## config.mk

```make
export PLATFORM = sky130hd
export DESIGN_NAME = byte_lane_buf
export DESIGN_NICKNAME = d
export VERILOG_FILES = /design/src/rtl/ebuf_pkg.sv /design/src/rtl/byte_lane_ctrl.sv /design/src/rtl/byte_lane_dp.sv /design/src/rtl/byte_lane_buf.sv
export SDC_FILE = /design/constraint.sdc
export NUM_CORES = 1
export LEC_CHECK = 0
export BUFFER_PORTS_ARGS = -buffer_cell sky130_fd_sc_hd__buf_2
export CORE_ASPECT_RATIO = 1.5
export CORE_UTILIZATION = 55
export CTS_BUF_LIST = sky130_fd_sc_hd__clkbuf_4 sky130_fd_sc_hd__clkbuf_8 sky130_fd_sc_hd__clkbuf_16
export DETAILED_ROUTE_END_ITERATION = 8
export PLACE_DENSITY = 0.78
export SLEW_MARGIN = 20
export SYNTH_ARGS = -nofsm -noshare
export SYNTH_HDL_FRONTEND = slang
export SYNTH_SLANG_ARGS = --single-unit
```

## constraint.sdc

```tcl
create_clock -name clk -period 4.65 [get_ports clk]
set_input_delay 1.395 -clock clk [delete_from_list [all_inputs] [get_ports clk]]
set_output_delay 1.395 -clock clk [all_outputs]
set_load 0.05 [all_outputs]
```

## src/rtl/ebuf_pkg.sv

```systemverilog
package ebuf_pkg;

  // host-side buffer movement for one cycle
  typedef enum logic [1:0] {
    HOP_NONE    = 2'd0,
    HOP_WR16    = 2'd1,
    HOP_WR8     = 2'd2,
    HOP_RDSHIFT = 2'd3
  } hostOp_e;

  // strobes from control to datapath
  typedef struct packed {
    hostOp_e hostOp;
    logic    rxPush;
  } bufStrobe_t;

endpackage

```

## src/rtl/byte_lane_ctrl.sv

```systemverilog
module byte_lane_ctrl
  import ebuf_pkg::*;
#(
  parameter int LANES = 4,
  localparam int CNT_W = $clog2(LANES + 1),
  localparam int IDX_W = $clog2(LANES)
) (
  input  logic             clk,
  input  logic             rstN,
  input  logic             masterOn,
  input  logic             dirTx,
  input  logic             hostWrEn,
  input  logic             hostWrByte,
  input  logic             hostRdEn,
  input  logic             txPop,
  input  logic             rxPush,
  output bufStrobe_t       strb,
  output logic [IDX_W-1:0] txLane,
  output logic [IDX_W-1:0] rxLane,
  output logic [CNT_W-1:0] txCount,
  output logic [CNT_W-1:0] rxCount,
  output logic             kick,
  output logic             txUnderflowClr,
  output logic             txReadyClr,
  output logic             rxOverrunClr,
  output logic             rxReadyClr,
  output logic             singleByte,
  output logic             accessReady
);

  localparam logic [CNT_W-1:0] WORD_BYTES = CNT_W'(2);
  localparam logic [CNT_W-1:0] WR_LIMIT   = CNT_W'(LANES - 2);
  localparam logic [CNT_W-1:0] FULL_CNT   = CNT_W'(LANES);

  logic [CNT_W-1:0] txCountQ, rxCountQ, txNext, rxNext;
  logic hostAcc, wrOk, rdEff, popOk, pushOk;

  assign hostAcc = hostWrEn | hostRdEn;
  assign wrOk    = hostWrEn && (txCountQ <= WR_LIMIT);
  assign rdEff   = hostRdEn && !hostWrEn;
  assign popOk   = txPop && !hostAcc && (txCountQ != '0);
  assign pushOk  = rxPush && !hostAcc && (rxCountQ < FULL_CNT);

  always_comb begin
    txNext = txCountQ;
    if (wrOk) begin
      txNext = txCountQ + (hostWrByte ? CNT_W'(1) : WORD_BYTES);
    end else if (popOk) begin
      txNext = txCountQ - CNT_W'(1);
    end
  end

  always_comb begin
    rxNext = rxCountQ;
    if (rdEff) begin
      if (rxCountQ == CNT_W'(1)) begin
        rxNext = '0;
      end else if (rxCountQ > CNT_W'(1)) begin
        rxNext = rxCountQ - WORD_BYTES;
      end
    end else if (pushOk) begin
      rxNext = rxCountQ + CNT_W'(1);
    end
  end

  always_comb begin
    strb.hostOp = HOP_NONE;
    strb.rxPush = pushOk;
    if (wrOk) begin
      strb.hostOp = hostWrByte ? HOP_WR8 : HOP_WR16;
    end else if (rdEff && (rxCountQ > WORD_BYTES)) begin
      strb.hostOp = HOP_RDSHIFT;
    end
  end

  // lane of the oldest transmit byte; don't-care when empty
  logic [CNT_W-1:0] txTop;
  assign txTop  = (txCountQ == '0) ? '0 : txCountQ - CNT_W'(1);
  assign txLane = txTop[IDX_W-1:0];
  assign rxLane = rxCountQ[IDX_W-1:0];

  always_ff @(posedge clk or negedge rstN) begin
    if (!rstN) begin
      txCountQ       <= '0;
      rxCountQ       <= '0;
      kick           <= 1'b0;
      txUnderflowClr <= 1'b0;
      txReadyClr     <= 1'b0;
      rxOverrunClr   <= 1'b0;
      rxReadyClr     <= 1'b0;
      singleByte     <= 1'b0;
      accessReady    <= 1'b0;
    end else begin
      txCountQ       <= txNext;
      rxCountQ       <= rxNext;
      kick           <= hostAcc;
      txUnderflowClr <= wrOk;
      txReadyClr     <= wrOk && (txNext > WORD_BYTES);
      rxOverrunClr   <= rdEff;
      rxReadyClr     <= rdEff && (rxNext == '0);
      singleByte     <= rdEff && (rxCountQ == CNT_W'(1));
      accessReady    <= rdEff && (rxNext == '0) && masterOn && !dirTx;
    end
  end

  assign txCount = txCountQ;
  assign rxCount = rxCountQ;

endmodule

```

## src/rtl/byte_lane_dp.sv

```systemverilog
module byte_lane_dp
  import ebuf_pkg::*;
#(
  parameter int BYTE_W = 8,
  parameter int LANES  = 4,
  localparam int HOST_W = 2 * BYTE_W,
  localparam int IDX_W  = $clog2(LANES)
) (
  input  logic              clk,
  input  logic              rstN,
  input  bufStrobe_t        strb,
  input  logic              bigEndian,
  input  logic [HOST_W-1:0] wrData,
  input  logic [BYTE_W-1:0] rxByte,
  input  logic [IDX_W-1:0]  txLane,
  input  logic [IDX_W-1:0]  rxLane,
  output logic [HOST_W-1:0] rdData,
  output logic [BYTE_W-1:0] txByte
);

  logic [BYTE_W-1:0] laneQ [LANES];
  logic [BYTE_W-1:0] up2 [LANES];
  logic [BYTE_W-1:0] up1 [LANES];
  logic [BYTE_W-1:0] dn2 [LANES];
  logic [BYTE_W-1:0] ldHi, ldLo;

  // word placement into lanes 1 and 0
  assign ldHi = bigEndian ? wrData[HOST_W-1:BYTE_W] : wrData[BYTE_W-1:0];
  assign ldLo = bigEndian ? wrData[BYTE_W-1:0] : wrData[HOST_W-1:BYTE_W];

  for (genvar i = 0; i < LANES; i++) begin : g_src
    if (i >= 2) begin : g_up2
      assign up2[i] = laneQ[i-2];
    end else if (i == 1) begin : g_ldhi
      assign up2[i] = ldHi;
    end else begin : g_ldlo
      assign up2[i] = ldLo;
    end
    if (i >= 1) begin : g_up1
      assign up1[i] = laneQ[i-1];
    end else begin : g_byte
      assign up1[i] = wrData[BYTE_W-1:0];
    end
    if (i + 2 < LANES) begin : g_dn2
      assign dn2[i] = laneQ[i+2];
    end else begin : g_fill
      assign dn2[i] = '0;
    end
  end

  always_ff @(posedge clk or negedge rstN) begin
    if (!rstN) begin
      for (int i = 0; i < LANES; i++) laneQ[i] <= '0;
    end else begin
      for (int i = 0; i < LANES; i++) begin
        unique case (strb.hostOp)
          HOP_WR16:    laneQ[i] <= up2[i];
          HOP_WR8:     laneQ[i] <= up1[i];
          HOP_RDSHIFT: laneQ[i] <= dn2[i];
          default: begin
            if (strb.rxPush && (rxLane == IDX_W'(i))) begin
              laneQ[i] <= laneQ[i] | rxByte;
            end
          end
        endcase
      end
    end
  end

  assign rdData = bigEndian ? {laneQ[0], laneQ[1]} : {laneQ[1], laneQ[0]};
  assign txByte = laneQ[txLane];

endmodule

```

## src/rtl/byte_lane_buf.sv

```systemverilog
module byte_lane_buf
  import ebuf_pkg::*;
#(
  parameter int BYTE_W = 8,
  parameter int LANES  = 4,
  localparam int HOST_W = 2 * BYTE_W,
  localparam int CNT_W  = $clog2(LANES + 1)
) (
  input  logic              clk,
  input  logic              rstN,
  input  logic              bigEndian,
  input  logic              masterOn,
  input  logic              dirTx,
  input  logic              hostWrEn,
  input  logic              hostWrByte,
  input  logic [HOST_W-1:0] hostWrData,
  input  logic              hostRdEn,
  output logic [HOST_W-1:0] hostRdData,
  input  logic              txPop,
  output logic [BYTE_W-1:0] txByte,
  input  logic              rxPush,
  input  logic [BYTE_W-1:0] rxByte,
  output logic [CNT_W-1:0]  txCount,
  output logic [CNT_W-1:0]  rxCount,
  output logic              kick,
  output logic              txUnderflowClr,
  output logic              txReadyClr,
  output logic              rxOverrunClr,
  output logic              rxReadyClr,
  output logic              singleByte,
  output logic              accessReady
);

  localparam int IDX_W = $clog2(LANES);

  bufStrobe_t       strb;
  logic [IDX_W-1:0] txLane, rxLane;

  byte_lane_ctrl #(.LANES(LANES)) u_ctrl (
    .clk(clk), .rstN(rstN), .masterOn(masterOn), .dirTx(dirTx),
    .hostWrEn(hostWrEn), .hostWrByte(hostWrByte), .hostRdEn(hostRdEn),
    .txPop(txPop), .rxPush(rxPush), .strb(strb),
    .txLane(txLane), .rxLane(rxLane),
    .txCount(txCount), .rxCount(rxCount), .kick(kick),
    .txUnderflowClr(txUnderflowClr), .txReadyClr(txReadyClr),
    .rxOverrunClr(rxOverrunClr), .rxReadyClr(rxReadyClr),
    .singleByte(singleByte), .accessReady(accessReady)
  );

  byte_lane_dp #(.BYTE_W(BYTE_W), .LANES(LANES)) u_dp (
    .clk(clk), .rstN(rstN), .strb(strb), .bigEndian(bigEndian),
    .wrData(hostWrData), .rxByte(rxByte),
    .txLane(txLane), .rxLane(rxLane),
    .rdData(hostRdData), .txByte(txByte)
  );

endmodule

```

# After elaboration in Yosys (flattened, before gate mapping)
# Index checks and enable logic that the tools add are counted.
[op_classes] add_sub_neg=4 n_lt_le_gt_ge=6 n_eq_ne=7 n_mux=25 bitwise=6 n_reduce_logical=27
[ops] op="$pmux W8 S3" count=4
[ops] op="$mux W8" count=8
[ops] op="$or A8 B8 Y8" count=4
[ops] op="$mux W3" count=6
[ops] op="$bmux W8 S2" count=1
[ops] op="$logic_and A1 B1 Y1" count=16
[ops] op="$mux W16" count=1
[ops] op="$reduce_bool A4 Y1" count=4
[ops] op="$mux W2" count=5
[ops] op="$eq A2 B2 Y1 const B" count=4
[ops] op="$gt A3 B2 Y1 const B" count=2
[ops] op="$logic_not A3 Y1" count=2
[ops] op="$eq A2 B1 Y1 const B" count=2
[ops] op="$add A3 B1 Y3 const B" count=1
[ops] op="$add A3 B3 Y3" count=1
[ops] op="$eq A3 B1 Y1 const B" count=1
[ops] op="$ge A3 B3 Y1 const B" count=1
[ops] op="$gt A3 B1 Y1 const B" count=1
[ops] op="$le A3 B2 Y1 const B" count=1
[ops] op="$logic_not A1 Y1" count=3
[ops] op="$lt A3 B3 Y1 const B" count=1
[ops] op="$not A2 Y3" count=1
[ops] op="$reduce_bool A3 Y1" count=1
[ops] op="$sub A3 B1 Y3 const B" count=1
[ops] op="3 further kinds" count=3
[word_totals] register_bits=45 in_bits=34 output_inout_bits=37 word_cells=88

# Depth between registers and ports, before layout
# Gate-level depths: netlist of the first run.
[depth] ltp_word=10 ltp_mapped=12 mapped_depth_nobuf=10

# By module
# Synthesis of the first run repeated with hierarchy kept, for this count alone.
[unflattened] hier_cells=320 hier_area_um2=3158.0
[modules_own_cells] module="byte_lane_dp" n_inst=1 cells_per_inst=247 area_per_inst_um2=2409.8 seq_area_each_um2=800.8
[modules_own_cells] module="byte_lane_ctrl" n_inst=1 cells_per_inst=73 area_per_inst_um2=748.2 seq_area_each_um2=325.3

# Worst setup path after synthesis of the first run
# Ideal clock, no wire load.
[synth_path] path_kind="flip-flop to output port" from="register u_ctrl.txCountQ[0], in the netlist u_ctrl.txCount[0]" to="output port txByte[0]" t_arrival_ns=3.191 t_required_ns=3.255 setup_slack_ns=0.064 path_stages_with_launch=8 path_buffers=2 cell_sequence="dfrtp_1 > clkinv_1 > ha_1 > nand2b_1 > clkbuf_1 > nor2b_1 > clkbuf_1 > a222oi_1"
[synth_between] elab_chain_cells=6 word_cells_on_any_way=7 classes_between="add/sub (1); mux (4); bitwise (1); reduce/logical (1)"
[synth_lines] element="start, declared" line="byte_lane_ctrl.sv:35" source="logic [CNT_W-1:0] txCountQ, rxCountQ, txNext, rxNext;"
[synth_lines] element="start signal, assigned" line="byte_lane_ctrl.sv:94" source="txCountQ <= txNext;"
[synth_lines] element="$sub A3 B1 Y3 or $logic_not A3 Y1 (tied branches)"
[synth_lines] element="$mux W2 (*)" line="byte_lane_ctrl.sv:78" source="assign txTop = (txCountQ == '0) ? '0 : txCountQ - CNT_W'(1);"
[synth_lines] element="$not A2 Y3 (not written as such) (*)" line="byte_lane_dp.sv:71" source="assign txByte = laneQ[txLane];"
[synth_lines] element="$bmux W8 S2 (*)" line="byte_lane_dp.sv:71"
[synth_lines] element="$mux W8 (not written as such) (*) (2 in series)" line="byte_lane_dp.sv:71"
[synth_lines] element="end, declared" line="byte_lane_buf.sv:20" source="output logic [BYTE_W-1:0] txByte,"
# Every way passes the cells marked *; elsewhere a longest branch is shown, timed or not. The select of a mux whose other input is x is not followed.

# Final worst setup path of the first run
[layout_path] from="register u_ctrl.txCountQ[0], in the netlist u_ctrl.txCount[0]" to="output port txByte[4]"
# The elaborated chain is that of the path after synthesis.

==> reports/summary.txt, run 1 <==
Status -> finished clean
RSZ-0062 raised after global routing -> false
WL/cell -> 17.9 um
Initial core utilization -> 0.569
GR Util All Layers -> 0.270
Area delta synth->final -> 13.9%
Least-Margin Pin Slew -> 0.788 ns
Post-CTS setup repair buffer count -> 0
Post-synth top area share -> 0.342
Area contributors post-synth -> dfrtp_1 (34%), mux2_2 (8.9%), a21oi_2 (8.5%)
Synth area leader -> dfrtp_1
Largest net degree at the start of global routing -> 46
GRT overflow -> 0
Yosys warning count -> 0
Post-DRT Antenna Nets -> 0
Type of origin of the critical path -> flip-flop
Iteration-0 DRC count of the detailed router -> 361
Setup CP Type -> flip-flop to output port
Final hold viol count -> 0
Mapped Cells -> 327
Crit path cell chain -> clkinv_1 > ha_1 > nand2b_1 > nor2b_1 > buf_4 > a222oi_1 > buf_2
HPWL Detailed -> 5.63 mm
Die X -> 65.1 um
Hold-fix buffer count after cts -> 0
Fin crit period -> 4.15 ns
Worst path max stage delay -> 0.41 ns
Via-to-Cell Ratio -> 6.41
DIE AREA -> 0.00630 mm^2
RePlAce Congestion -> 0.853
CP required -> 3.25 ns
Post-Syn Area -> 0.00329 mm^2
Num rows -> 34
Clock-pin slew on the worst setup and hold paths -> 0.08 ns
Synth cell types -> 41
Antenna violations before repair -> 0
F_max -> 0.241 GHz
Clock Path Buffers -> 2
Post-Syn Nets -> 377
Routed WL -> 8.25 mm
Register area share after synthesis -> 0.342
Worst hold path class -> flip-flop to flip-flop
Worst slew margin -> 0.474
H-tree depth -> 2
Vias in the first global route -> 2,822
Nets@finish -> 438
Drt first pass iters -> 5
Share of layout cells above drive strength 1 -> 0.386
Synthesis-stage register bit count -> 45
Cts repair resizes -> 0
Syn Area/Cell -> 10.1 um^2
Crit-path max FO -> 10
IO Port Bufs -> 70
Tcrit/Tclk final -> 0.894
CP arrival -> 2.76 ns
Vias -> 2,954
Fin util -> 0.648
First-pass GRT wire length -> 13.3 mm
CTS tree -> yes
Maxcap violations -> 0
Residual DRC -> 0
Worst Skew -> 0.0146 ns
Diode count -> 0
Core ar. -> 0.00579 mm^2
Slowest stage cell, crit path -> a222oi_1
Num ports -> 71
CTS sink cnt -> 45
Worst skew pair latency -> 0.31 ns
CTS root buf -> clkbuf_8
Final setup fails -> 0
DIE HEIGHT -> 96.7 um
Final slew viol count -> 0
Crit path capture type -> output port
Cts bufs inserted -> 5
Final TNS setup -> 0 ns
cells in the mapped netlist, drive strengths merged:
master	count
fa	1
and3b	2
o22ai	3
mux2i	9
o32ai	1
nand2	3
nand3	4
inv	34
nand3b	1
or4b	1
a311o	1
mux2	32
and2	1
a211oi	2
and3	1
nor4	2
a22oi	16
a21boi	1
o22a	1
xnor2	2
clkinv	1
a21oi	69
nor2b	1
o21ai	6
dfrtp	45
buf	11
a222oi	24
ha	15
and2b	4
nand2b	13
clkbuf	11
o221ai	1
nor2	7
nor3	1
placed cells by master, fill, tap and decap left out, types with 7 or more instances in the layout:
master,instances
buf_4,7
a222oi_1,24
a21oi_2,32
mux2i_1,9
clkbuf_8,7
dfrtp_1,45
inv_1,32
a22oi_1,16
nand2b_1,13
a21oi_1,37
buf_2,69
mux2_2,26
ha_1,15
per-stage QoR:
stage / setup WS [ns] / hold slack, ns / std cells / instance area, um^2
after floorplan: 0.0638 / 0.508 / 327 / 3290
after global placement: 0.768 / 0.524 / 453 / 3640
after detailed placement: 0.741 / 0.533 / 453 / 3640
after CTS: 0.522 / 0.554 / 461 / 3740
after global routing: 0.372 / 0.581 / 461 / 3750
final: 0.495 / 0.559 / 461 / 3750
final timing paths:
path	slack (ns)	to	from	depth (start not counted)
worst max-delay path	0.50	txByte[4]	u_ctrl.txCount[0]	7
worst min register to register	0.56	u_ctrl.txCount[2]	u_ctrl.txCount[2]	1
worst max register to register	1.67	u_dp.laneQ[28]	u_ctrl.txCount[0]	10
min in group asynchronous	1.08	u_dp.laneQ[24]	rstN	1
worst min-delay path	0.56	u_ctrl.txCount[2]	u_ctrl.txCount[2]	1
max in group asynchronous	3.15	u_ctrl.rxReadyClr	rstN	1
worst max-delay path, delay by kind of cell, from the launching register on:
| kind | cells | cell delay (ns) |
|---|---|---|
| buf+inv | 3 | 0.73 |
| compound gates | 1 | 0.41 |
| flops | 1 | 0.37 |
| fa+ha+maj | 1 | 0.35 |
| simple gates | 2 | 0.59 |
metal layers:
| layer | global-route usage | vias to the layer above | share of wire |
|---|---|---|---|
| met4 | 0.147 | 0 | 0.034 |
| li1 | - | 1343 | - |
| met1 | 0.317 | 1474 | 0.39 |
| met2 | 0.457 | 113 | 0.51 |
| met3 | 0.0448 | 24 | 0.057 |
| met5 | 0 | - | 0 |
cell type report:
type	instances	area [um^2]
fill	511	2040
multi-input combinational	225	1900
sequential	45	1130
timing repair buffer	76	398
inverter	35	131
clock buffer	7	96.3
tap	72	90.1
clock inverter	1	5.00
sequential cells by signal, summed over array words and instances (netlist names):
| signal | count |
|---|---|
| u_ctrl.accessReady | 1 |
| u_ctrl.kick | 1 |
| u_ctrl.rxCount | 3 |
| u_ctrl.rxOverrunClr | 1 |
| u_ctrl.rxReadyClr | 1 |
| u_ctrl.singleByte | 1 |
| u_ctrl.txCount | 3 |
| u_ctrl.txReadyClr | 1 |
| u_ctrl.txUnderflowClr | 1 |
| u_dp.dn2 | 16 |
| u_dp.laneQ | 16 |
cell families (layout without fill, tap and decap cells):
logic type | count (synthesis) | count (layout) | share of synthesized area
AOI/OAI and AO/OA | 125 | 125 | 0.297
xor gates and xnor gates | 2 | 2 | 0.00533
adders and majority gates | 16 | 16 | 0.0631
buffers and inverters | 57 | 119 | 0.0799
DFF | 45 | 45 | 0.342
muxes | 41 | 41 | 0.137
and+or+nand+nor | 41 | 41 | 0.0749
Power of run 1 is not shown: default switching activity piles up to over one toggle a cycle in this logic, so the estimate is an artifact.
==> run 2, diff against run 1 <==
Settings changed: CORE_ASPECT_RATIO 1.5 to not set.
==> reports/summary.txt, run 2 (same netlist as run 1, synthesis figures left out) <==
CTS tree -> yes (unchanged)
GRT overflow -> 0 (unchanged)
Largest net degree at the start of global routing -> 46 (unchanged)
FF-to-FF path depth -> 10 (unchanged)
Via-to-Cell Ratio -> 6.38 (was 6.41)
Final hold viol count -> 0 (unchanged)
H-tree depth -> 2 (unchanged)
DP Area -> 0.00364 mm^2 (unchanged)
Worst skew pair latency -> 0.30 ns (was 0.31 ns)
DIE AREA -> 0.00629 mm^2 (was 0.00630 mm^2)
Initial core utilization -> 0.583 (was 0.569)
CP required -> 3.25 ns (about the same)
Cts bufs inserted -> 5 (unchanged)
WL/cell -> 18.2 um (was 17.9 um)
Worst hold path stage count -> 2 (was 1)
First-pass GRT wire length -> 13.7 mm (was 13.3 mm)
Nets@finish -> 438 (unchanged)
Num rows -> 27 (was 34)
GR Util All Layers -> 0.284 (was 0.270)
Worst reg2reg endpoint -> u_dp.laneQ[31] (was u_dp.laneQ[28])
Routed WL -> 8.41 mm (was 8.25 mm)
F_max -> 0.244 GHz (was 0.241 GHz)
Post-CTS setup repair buffer count -> 0 (unchanged)
Clock Path Buffers -> 2 (unchanged)
CTS sink cnt -> 45 (unchanged)
Diode count -> 0 (unchanged)
Area delta synth->final -> 13.6% (was 13.9%)
IO Port Bufs -> 70 (unchanged)
Status -> finished clean (unchanged)
HPWL Detailed -> 5.66 mm (was 5.63 mm)
Final slew viol count -> 0 (unchanged)
Fin Hold WS -> 0.559 ns (about the same)
Reg-to-Reg Start -> u_ctrl.txCount[0] (unchanged)
Cts repair resizes -> 0 (unchanged)
Fin area -> 0.00374 mm^2 (was 0.00375 mm^2)
Worst path max stage delay -> 0.61 ns (was 0.41 ns)
Share of layout cells above drive strength 1 -> 0.386 (unchanged)
Core ar. -> 0.00564 mm^2 (was 0.00579 mm^2)
Least-Margin Pin Slew -> 0.670 ns (was 0.788 ns)
Crit-path max FO -> 10 (unchanged)
Commonest cells after routing, fill and taps aside -> buf_2 (69), dfrtp_1 (45), a21oi_1 (37) (unchanged)
Clock-pin slew on the worst setup and hold paths -> 0.08 ns (about the same)
Slowest stage cell, crit path -> nor2_1 (was a222oi_1)
RSZ-0062 raised after global routing -> false (unchanged)
Vias -> 2,943 (was 2,954)
Drt first pass iters -> 7 (was 5)
Antenna violations before repair -> 0 (unchanged)
Iteration-0 DRC count of the detailed router -> 428 (was 361)
RePlAce Congestion -> 0.835 (was 0.853)
Worst slew margin -> 0.553 (was 0.474)
Vias in the first global route -> 2,830 (was 2,822)
Final setup fails -> 0 (unchanged)
Final TNS setup -> 0 ns (unchanged)
Worst Skew -> 0.00739 ns (was 0.0146 ns)
Worst hold path class -> flip-flop to flip-flop (unchanged)
Maxcap violations -> 0 (unchanged)
Num ports -> 71 (unchanged)
Reg2Reg Setup Slack -> 1.61 ns (was 1.67 ns)
Tcrit/Tclk final -> 0.880 (was 0.894)
CP arrival -> 2.70 ns (was 2.76 ns)
Crit path capture type -> output port (unchanged)
Residual DRC -> 0 (unchanged)
Die X -> 79.3 um (was 65.1 um)
DIE HEIGHT -> 79.3 um (was 96.7 um)
Hold-fix buffer count after cts -> 0 (unchanged)
Post-DRT Antenna Nets -> 0 (unchanged)
Fin crit period -> 4.09 ns (was 4.15 ns)
CTS root buf -> clkbuf_8 (unchanged)
Type of origin of the critical path -> flip-flop (unchanged)
Leading cell type in the layout, fill and taps excluded -> buf_2 (unchanged)
Setup CP Type -> flip-flop to output port (unchanged)
Crit path cell chain -> clkinv_1 > ha_1 > nand2b_1 > nor2_1 > a222oi_1 > buf_2 (was clkinv_1 > ha_1 > nand2b_1 > nor2b_1 > buf_4 > a222oi_1 > buf_2)
Hold_sp -> u_dp.dn2[21] (was u_ctrl.txCount[2])
WHS Endpoint -> u_dp.dn2[21] (was u_ctrl.txCount[2])
run 2: critical path, delay by kind of cell, from the launching register on:
family | cells | cell delay (ns)
compound gates | 1 | 0.22
simple gates | 2 | 0.97
fa+ha+maj | 1 | 0.36
flops | 1 | 0.38
buf+inv | 2 | 0.46
run 2: routing by layer:
| metal | GRT usage | part of all wire | routed length [um] |
|---|---|---|---|
| met3 | 0.0667 | 0.083 | 699 |
| met1 | 0.348 | 0.40 | 3390 |
| met4 | 0.0982 | 0.021 | 180 |
| met5 | 0 | 0 | 0 |
| met2 | 0.487 | 0.49 | 4140 |
run 2: through the flow:
stage               utilization  instances  worst slack, ns
floorplan                     -        327           0.0638
global placement          0.646        453            0.754
detailed placement        0.646        453            0.718
CTS                       0.662        461            0.561
global route              0.662        461            0.349
finish                    0.662        461            0.560
run 2: worst max-delay path by stage:
stage | startpoint | to | slack [ns] | depth (start not counted)
after floorplan | u_ctrl.txCount[0] | txByte[0] | 0.06 | 7
after global placement | bigEndian | hostRdData[14] | 0.75 | 3
after detailed placement | bigEndian | hostRdData[12] | 0.72 | 3
after CTS | u_ctrl.txCount[0] | txByte[1] | 0.56 | 7
after global routing | u_ctrl.txCount[0] | txByte[0] | 0.35 | 6
final | u_ctrl.txCount[0] | txByte[0] | 0.56 | 6
run 2: layout make-up:
cell class                      instances  area (um^2)
Fill cell                             487         1900
Multi-Input combinational cell        225         1900
Sequential cell                        45         1130
Timing Repair Buffer                   76          398
Inverter                               35          131
Clock buffer                            8         91.3
Tap cell                               72         90.1
Power of run 2 is left out for the same reason.
